## src/rtl/i2c_mon_pkg.sv

```systemverilog
package i2c_mon_pkg;

  localparam int REG_W       = 6;
  localparam int EN_XFER     = 0;
  localparam int EN_BER      = 1;
  localparam int EN_STOP     = 2;
  localparam int FL_XFER     = 3;
  localparam int FL_BER      = 4;
  localparam int FL_STOP     = 5;
  localparam int FLAG_N      = 3;

  // Conditions seen on the synchronised bus wires
  typedef struct packed {
    logic startDet;
    logic stopDet;
    logic sclRise;
  } busCondT;

  // Strobes from control into the flag datapath
  typedef struct packed {
    logic setBer;
    logic setStop;
  } ctrlStrobeT;

endpackage

```

## src/rtl/i2c_mon_sync.sv

```systemverilog
module i2c_mon_sync #(
  parameter int   STAGES    = 2,
  parameter logic RESET_VAL = 1'b1
) (
  input  logic clk,
  input  logic rstN,
  input  logic d,
  output logic q
);

  logic [STAGES-1:0] chain;

  generate
    for (genvar i = 0; i < STAGES; i++) begin : g_stage
      if (i == 0) begin : g_first
        always_ff @(posedge clk or negedge rstN) begin
          if (!rstN) chain[0] <= RESET_VAL;
          else       chain[0] <= d;
        end
      end else begin : g_next
        always_ff @(posedge clk or negedge rstN) begin
          if (!rstN) chain[i] <= RESET_VAL;
          else       chain[i] <= chain[i-1];
        end
      end
    end
  endgenerate

  assign q = chain[STAGES-1];

endmodule

```

## src/rtl/i2c_mon_datapath.sv

```systemverilog
module i2c_mon_datapath
  import i2c_mon_pkg::*;
#(
  parameter int SYNC_STAGES = 2
) (
  input  logic             clk,
  input  logic             rstN,
  input  logic             sclIn,
  input  logic             sdaIn,
  input  logic             xferDone,
  input  logic             arbLost,
  input  logic             regWr,
  input  logic [REG_W-1:0] regWdata,
  input  ctrlStrobeT       strobe,
  output busCondT          cond,
  output logic [REG_W-1:0] regRdata,
  output logic             xferIrq,
  output logic             stopIrq,
  output logic             halt
);

  logic sclSync, sdaSync;
  logic sclPrev, sdaPrev;

  i2c_mon_sync #(.STAGES(SYNC_STAGES), .RESET_VAL(1'b1)) u_sclSync (
    .clk(clk), .rstN(rstN), .d(sclIn), .q(sclSync)
  );
  i2c_mon_sync #(.STAGES(SYNC_STAGES), .RESET_VAL(1'b1)) u_sdaSync (
    .clk(clk), .rstN(rstN), .d(sdaIn), .q(sdaSync)
  );

  always_ff @(posedge clk or negedge rstN) begin
    if (!rstN) begin
      sclPrev <= 1'b1;
      sdaPrev <= 1'b1;
    end else begin
      sclPrev <= sclSync;
      sdaPrev <= sdaSync;
    end
  end

  always_comb begin
    cond.startDet = sclPrev & sclSync & sdaPrev & ~sdaSync;
    cond.stopDet  = sclPrev & sclSync & ~sdaPrev & sdaSync;
    cond.sclRise  = ~sclPrev & sclSync;
  end

  // Enables
  logic [FLAG_N-1:0] enReg;
  always_ff @(posedge clk or negedge rstN) begin
    if (!rstN)      enReg <= '0;
    else if (regWr) enReg <= regWdata[EN_STOP:EN_XFER];
  end

  // Sticky flags: set events win over a clearing write
  logic [FLAG_N-1:0] flagReg;
  logic [FLAG_N-1:0] flagSet;
  logic [FLAG_N-1:0] flagKeep;

  assign flagSet = {strobe.setStop | arbLost, strobe.setBer, xferDone};

  generate
    for (genvar f = 0; f < FLAG_N; f++) begin : g_flag
      assign flagKeep[f] = ~regWr | regWdata[FL_XFER + f];
      always_ff @(posedge clk or negedge rstN) begin
        if (!rstN) flagReg[f] <= 1'b0;
        else       flagReg[f] <= flagSet[f] | (flagReg[f] & flagKeep[f]);
      end
    end
  endgenerate

  assign regRdata = {flagReg, enReg};
  assign xferIrq  = (flagReg[0] & enReg[0]) | (flagReg[1] & enReg[1]);
  assign stopIrq  = flagReg[2] & enReg[2];
  assign halt     = flagReg[1];

endmodule

```

## src/rtl/i2c_mon_ctrl.sv

```systemverilog
module i2c_mon_ctrl
  import i2c_mon_pkg::*;
#(
  parameter int BITS_PER_FRAME = 9
) (
  input  logic       clk,
  input  logic       rstN,
  input  busCondT    cond,
  input  logic       masterMode,
  output ctrlStrobeT strobe
);

  localparam int CNT_W = $clog2(BITS_PER_FRAME + 1);
  localparam logic [CNT_W-1:0] LAST_BIT  = CNT_W'(BITS_PER_FRAME - 1);
  localparam logic [CNT_W-1:0] FIRST_LIM = CNT_W'(1);
  localparam logic [CNT_W-1:0] DATA_LIM  = CNT_W'(2);

  logic             busy;
  logic             firstFrame;
  logic [CNT_W-1:0] bitCnt;

  logic anyCond;
  logic posIllegal;
  logic errNow;

  assign anyCond    = cond.startDet | cond.stopDet;
  assign posIllegal = firstFrame ? (bitCnt >= FIRST_LIM) : (bitCnt >= DATA_LIM);
  assign errNow     = (cond.stopDet & masterMode) | (busy & anyCond & posIllegal);

  always_ff @(posedge clk or negedge rstN) begin
    if (!rstN) begin
      busy       <= 1'b0;
      firstFrame <= 1'b0;
      bitCnt     <= '0;
    end else if (errNow) begin
      busy       <= 1'b0;
      firstFrame <= 1'b0;
      bitCnt     <= '0;
    end else if (cond.startDet) begin
      busy       <= 1'b1;
      firstFrame <= 1'b1;
      bitCnt     <= '0;
    end else if (cond.stopDet) begin
      busy       <= 1'b0;
      firstFrame <= 1'b0;
      bitCnt     <= '0;
    end else if (cond.sclRise && busy) begin
      if (bitCnt == LAST_BIT) begin
        bitCnt     <= '0;
        firstFrame <= 1'b0;
      end else begin
        bitCnt <= bitCnt + CNT_W'(1);
      end
    end
  end

  assign strobe.setBer  = errNow;
  assign strobe.setStop = cond.stopDet;

endmodule

```

## src/rtl/i2c_evt_mon.sv

```systemverilog
module i2c_evt_mon
  import i2c_mon_pkg::*;
#(
  parameter int SYNC_STAGES    = 2,
  parameter int BITS_PER_FRAME = 9
) (
  input  logic       clk,
  input  logic       rstN,
  input  logic       sclIn,
  input  logic       sdaIn,
  input  logic       masterMode,
  input  logic       xferDone,
  input  logic       arbLost,
  input  logic       regWr,
  input  logic [5:0] regWdata,
  output logic [5:0] regRdata,
  output logic       xferIrq,
  output logic       stopIrq,
  output logic       halt
);

  busCondT    busCond;
  ctrlStrobeT ctrlStb;
  logic       stopSeen;

  assign stopSeen = busCond.stopDet;

  i2c_mon_datapath #(.SYNC_STAGES(SYNC_STAGES)) u_dp (
    .clk(clk), .rstN(rstN), .sclIn(sclIn), .sdaIn(sdaIn),
    .xferDone(xferDone), .arbLost(arbLost),
    .regWr(regWr), .regWdata(regWdata), .strobe(ctrlStb),
    .cond(busCond), .regRdata(regRdata),
    .xferIrq(xferIrq), .stopIrq(stopIrq), .halt(halt)
  );

  i2c_mon_ctrl #(.BITS_PER_FRAME(BITS_PER_FRAME)) u_ctrl (
    .clk(clk), .rstN(rstN), .cond(busCond),
    .masterMode(masterMode), .strobe(ctrlStb)
  );

endmodule

```

## config.mk

```make
export PLATFORM = sky130hd
export DESIGN_NAME = i2c_evt_mon
export DESIGN_NICKNAME = d
export VERILOG_FILES = /design/src/rtl/i2c_mon_pkg.sv /design/src/rtl/i2c_mon_sync.sv /design/src/rtl/i2c_mon_datapath.sv /design/src/rtl/i2c_mon_ctrl.sv /design/src/rtl/i2c_evt_mon.sv
export SDC_FILE = /design/constraint.sdc
export NUM_CORES = 1
export LEC_CHECK = 0
export ABC_AREA = 1
export BUFFER_PORTS_ARGS = -buffer_cell sky130_fd_sc_hd__buf_2
export CORE_MARGIN = 5
export CORE_UTILIZATION = 45
export DETAILED_ROUTE_END_ITERATION = 6
export GPL_TIMING_DRIVEN = 0
export HOLD_SLACK_MARGIN = 0.08
export PLACE_DENSITY = 0.7
export REMOVE_ABC_BUFFERS = 1
export SLEW_MARGIN = 0
export SYNTH_ARGS = -nofsm -noshare
export SYNTH_HDL_FRONTEND = slang
export SYNTH_SLANG_ARGS = --single-unit
```

## constraint.sdc

```tcl
create_clock -name clk -period 1.4 [get_ports clk]
set_input_delay 0.35 -clock clk [delete_from_list [all_inputs] [get_ports clk]]
set_output_delay 0.35 -clock clk [all_outputs]
set_load 0.02 [all_outputs]
```

==> impl_metrics.csv <==
group,metric,value,unit
place,dp_hpwl,1.214,mm
sta,min_period_over_period,100.9,%
final_layout,final_layout_size_suffix_gt1_share,34.96,%
global_route,grt_use_met1,17.99,%
global_route,busiest_layer,"met2",
pwr,power_frac_comb,29.4,%
synthesis,yosys.area.top_type_share,35.19,%
synthesis,yosysSeqAreaShare,53.67,%
route,first_pass_iters,4,
synthesis,netlist_area,853.3,µm²
worst_setup_path,cp-startpoint,"u_dp.enReg[0]",
global_route,gr-usage-met2,22.65,%
route,via_per_inst,4.770,
worst_setup_path,crit_chain,"a22o_1 -> buf_6",
floorplanning,die_h,53.55,µm
worst_setup_path,slowest_stage,"dfrtp_1",
global_route,grt_pass1_vias,692,
pwr,p_seq_share,48.6,%
global_route,track_usage,14.05,%
final_layout,syn_to_final_growth,24.05,%
synthesis,post-synth-top-area-cell,"dfrtp_1",
hold_path,hold_class,"input pin to flop",
worst_setup_path,critPathMaxFanout,2,
sta,max_clock_freq,0.7082,GHz
route,wl,1.583,mm
final_layout,antennaDiodeCount,0,
place,numPortBuffers,22,
outcome,violations,"negative setup slack",
final_layout,n_fill_cell,178,
clock_tree,root_buffer,"clkbuf_4",
worst_setup_path,crit_required,1.05,ns
synthesis,ys_ff_latch,18,
route,vias,706,
route,drtAntennaViolNets,0,
outcome,status,"complete, but fails checks",
synthesis,synth_cells,95,
pwr,p_int,0.0009382,W
floorplanning,core_area,0.001764,mm²
final_layout,nets,143,
pwr,power_switching,0.0004732,W
route,drcViolationCount,0,
global_route,globalRouteMet3Util,3.047,%
sta,tightest_slew,0.3858,ns
floorplanning,rows,15,
worst_setup_path,critPathCaptureType,"output port",
hold_path,worst_hold_startpoint,"sdaIn",
sta,hold_viol,0,
sta,drv_slew,0,
synthesis,synth_area_leaders,"dfrtp_1, dfstp_2, nand2_1",
synthesis,synth_area_per_cell,8.982,µm²
pwr,clockPowerShare,22.0,%
global_route,grt_overflow,0,
worst_setup_path,critPathLaunchType,"flop",
floorplanning,fp.dieW,53.55,µm
sta,postLayoutSetupSlackWorst,-0.01207,ns
clock_tree,clock_path_buffers,2,
global_route,grt_max_degree,19,
sta,rsz0062_at_grt,"yes",
global_route,antenna_found_initial,0,
sta,fin_skew,0.007381,ns
worst_setup_path,slowest_delay,0.40,ns
pwr,power_density,1333,mW/mm²
worst_setup_path,r2r_start,"u_dp.u_sdaSync.q",
clock_tree,clk_latency,0.29,ns
floorplanning,initial_core_util,48.37,%
route,drtIter0Drc,4,
pwr,total_power,0.001411,W
sta,worst_hold_slack,0.1468,ns
clock_tree,cts.clk_slew.worst_paths,0.10,ns
synthesis,synth.distinct_cells,18,
clock_tree,cts_buffers,3,
synthesis,ys_warn_count,0,
pwr,peakVddDrop,0.8789,mV
floorplanning,die_area,0.002867,mm²
floorplanning,io_pins,23,
pwr,p_leak,0.5863,nW
sta,setup_tns,-0.01207,ns
final_layout,final_common_cell,"nand2_1",
sta,slew_headroom,74.28,%
clock_tree,cts.sinks,18,
final_layout,layout_common_cells,"nand2_1, buf_2, inv_1, dfrtp_1",
place,gp_congestion,0.8577,
worst_setup_path,cp_data_arrival_time,1.06,ns
flow_run,cap_violations,0,
worst_setup_path,path_class,"flop to output port",
clock_tree,htree_levels,1,
sta,setup_viol,1,
global_route,grt_pass1_wl,2.918,mm
clock_tree,cts_tree,"done",
pwr,p_sw_share,33.52,%
sta,period_needed,1.412,ns
route,wire_per_inst,10.70,µm
-- power groups by stage --
stage               Sequential [W]  Clock (W)  Combinational (W)
floorplan                 0.000709          0           0.000243
global placement          0.000692          0           0.000374
detailed placement        0.000699          0           0.000384
CTS                       0.000687   0.000320           0.000399
global route              0.000703   0.000348           0.000495
finish                    0.000685   0.000311           0.000415
-- kinds of logic (layout without fill, tap and decap cells) --
| kind of cell | Yosys count | after routing | share of synthesized area [%] |
|---|---|---|---|
| and+or+nand+nor | 51 | 51 | 27.42 |
| DFF | 18 | 18 | 53.67 |
| buffers and inverters | 14 | 42 | 6.599 |
| AOI/OAI and AO/OA | 6 | 6 | 3.959 |
| adders and majority gates | 5 | 5 | 7.331 |
| xor gates and xnor gates | 1 | 1 | 1.027 |
-- critical path: cells and delay by family, from the launching register on --
family                 cells  cell delay [ns]
buffers and inverters      1             0.13
AO/OA/AOI/OAI              1             0.25
flip-flops                 1             0.40
-- routing by layer --
layer	vias to the layer above	share of wire, %	routed length (µm)
met1	331	45	720
met5	-	0	0
met4	0	0.95	15
li1	356	-	-
met3	2	5.7	90
met2	17	48	756
-- repair_timing --
item,4_1_cts,5_1_grt
endpoints found under the setup margin,1,6
cloned,0,0
endpoints found under the hold margin,12,0
hold buffers,1,0
gates resized for setup,2,2
setup buffers,1,1
-- state kept, by name, indices dropped and copies added, names as in the netlist --
register,cells
u_dp.u_sdaSync.q,1
u_dp.u_sclSync.q,1
u_dp.sclPrev,1
u_dp.halt,1
u_ctrl.firstFrame,1
u_ctrl.bitCnt,4
u_dp.regRdata,2
u_dp.u_sdaSync.chain,1
u_ctrl.busy,1
u_dp.u_sclSync.chain,1
u_dp.enReg,3
u_dp.sdaPrev,1
-- cells in the mapped netlist, drive strengths merged --
cell / n
nand4: 3
xor2: 1
dfstp: 6
ha: 5
a22o: 1
nand2: 31
dfrtp: 12
nor2: 7
buf: 1
inv: 13
nand3b: 2
o21ai: 5
nand3: 8
-- final timing paths --
| kind | endpoint | slack (ns) | cells past startpoint |
|---|---|---|---|
| worst max-delay path | xferIrq | -0.01 | 2 |
| max in group asynchronous | u_dp.u_sclSync.q | 0.57 | 2 |
| worst max register to register | u_ctrl.bitCnt[0] | 0.12 | 6 |
| worst min register to register | u_dp.u_sclSync.q | 0.36 | 0 |
| min in group asynchronous | u_ctrl.firstFrame | 0.52 | 2 |
| worst min-delay path | u_dp.u_sdaSync.chain[0] | 0.15 | 1 |
-- per-stage QoR --
step	worst slack, ns	instance area, µm²	util [%]	cells
after global routing	-0.07643	1059	60.00	148
after global placement	0.1393	987.2	55.96	141
final	-0.01207	1059	60.00	148
after detailed placement	0.09337	987.2	55.96	141
after CTS	-0.01751	1047	59.36	147
after floorplan	0.1926	845.8	-	94
-- final cells by class --
type	instances	area (µm²)	area share, %
multi-input cells	63	341.6	32.27
flip-flops and latches	18	459.2	43.38
repair buffers	25	141.4	13.36
inverters	13	48.80	4.610
clock buffers	4	36.28	3.428
well taps	25	31.28	2.955
No activity file was read; power rests on OpenSTA's default activity.
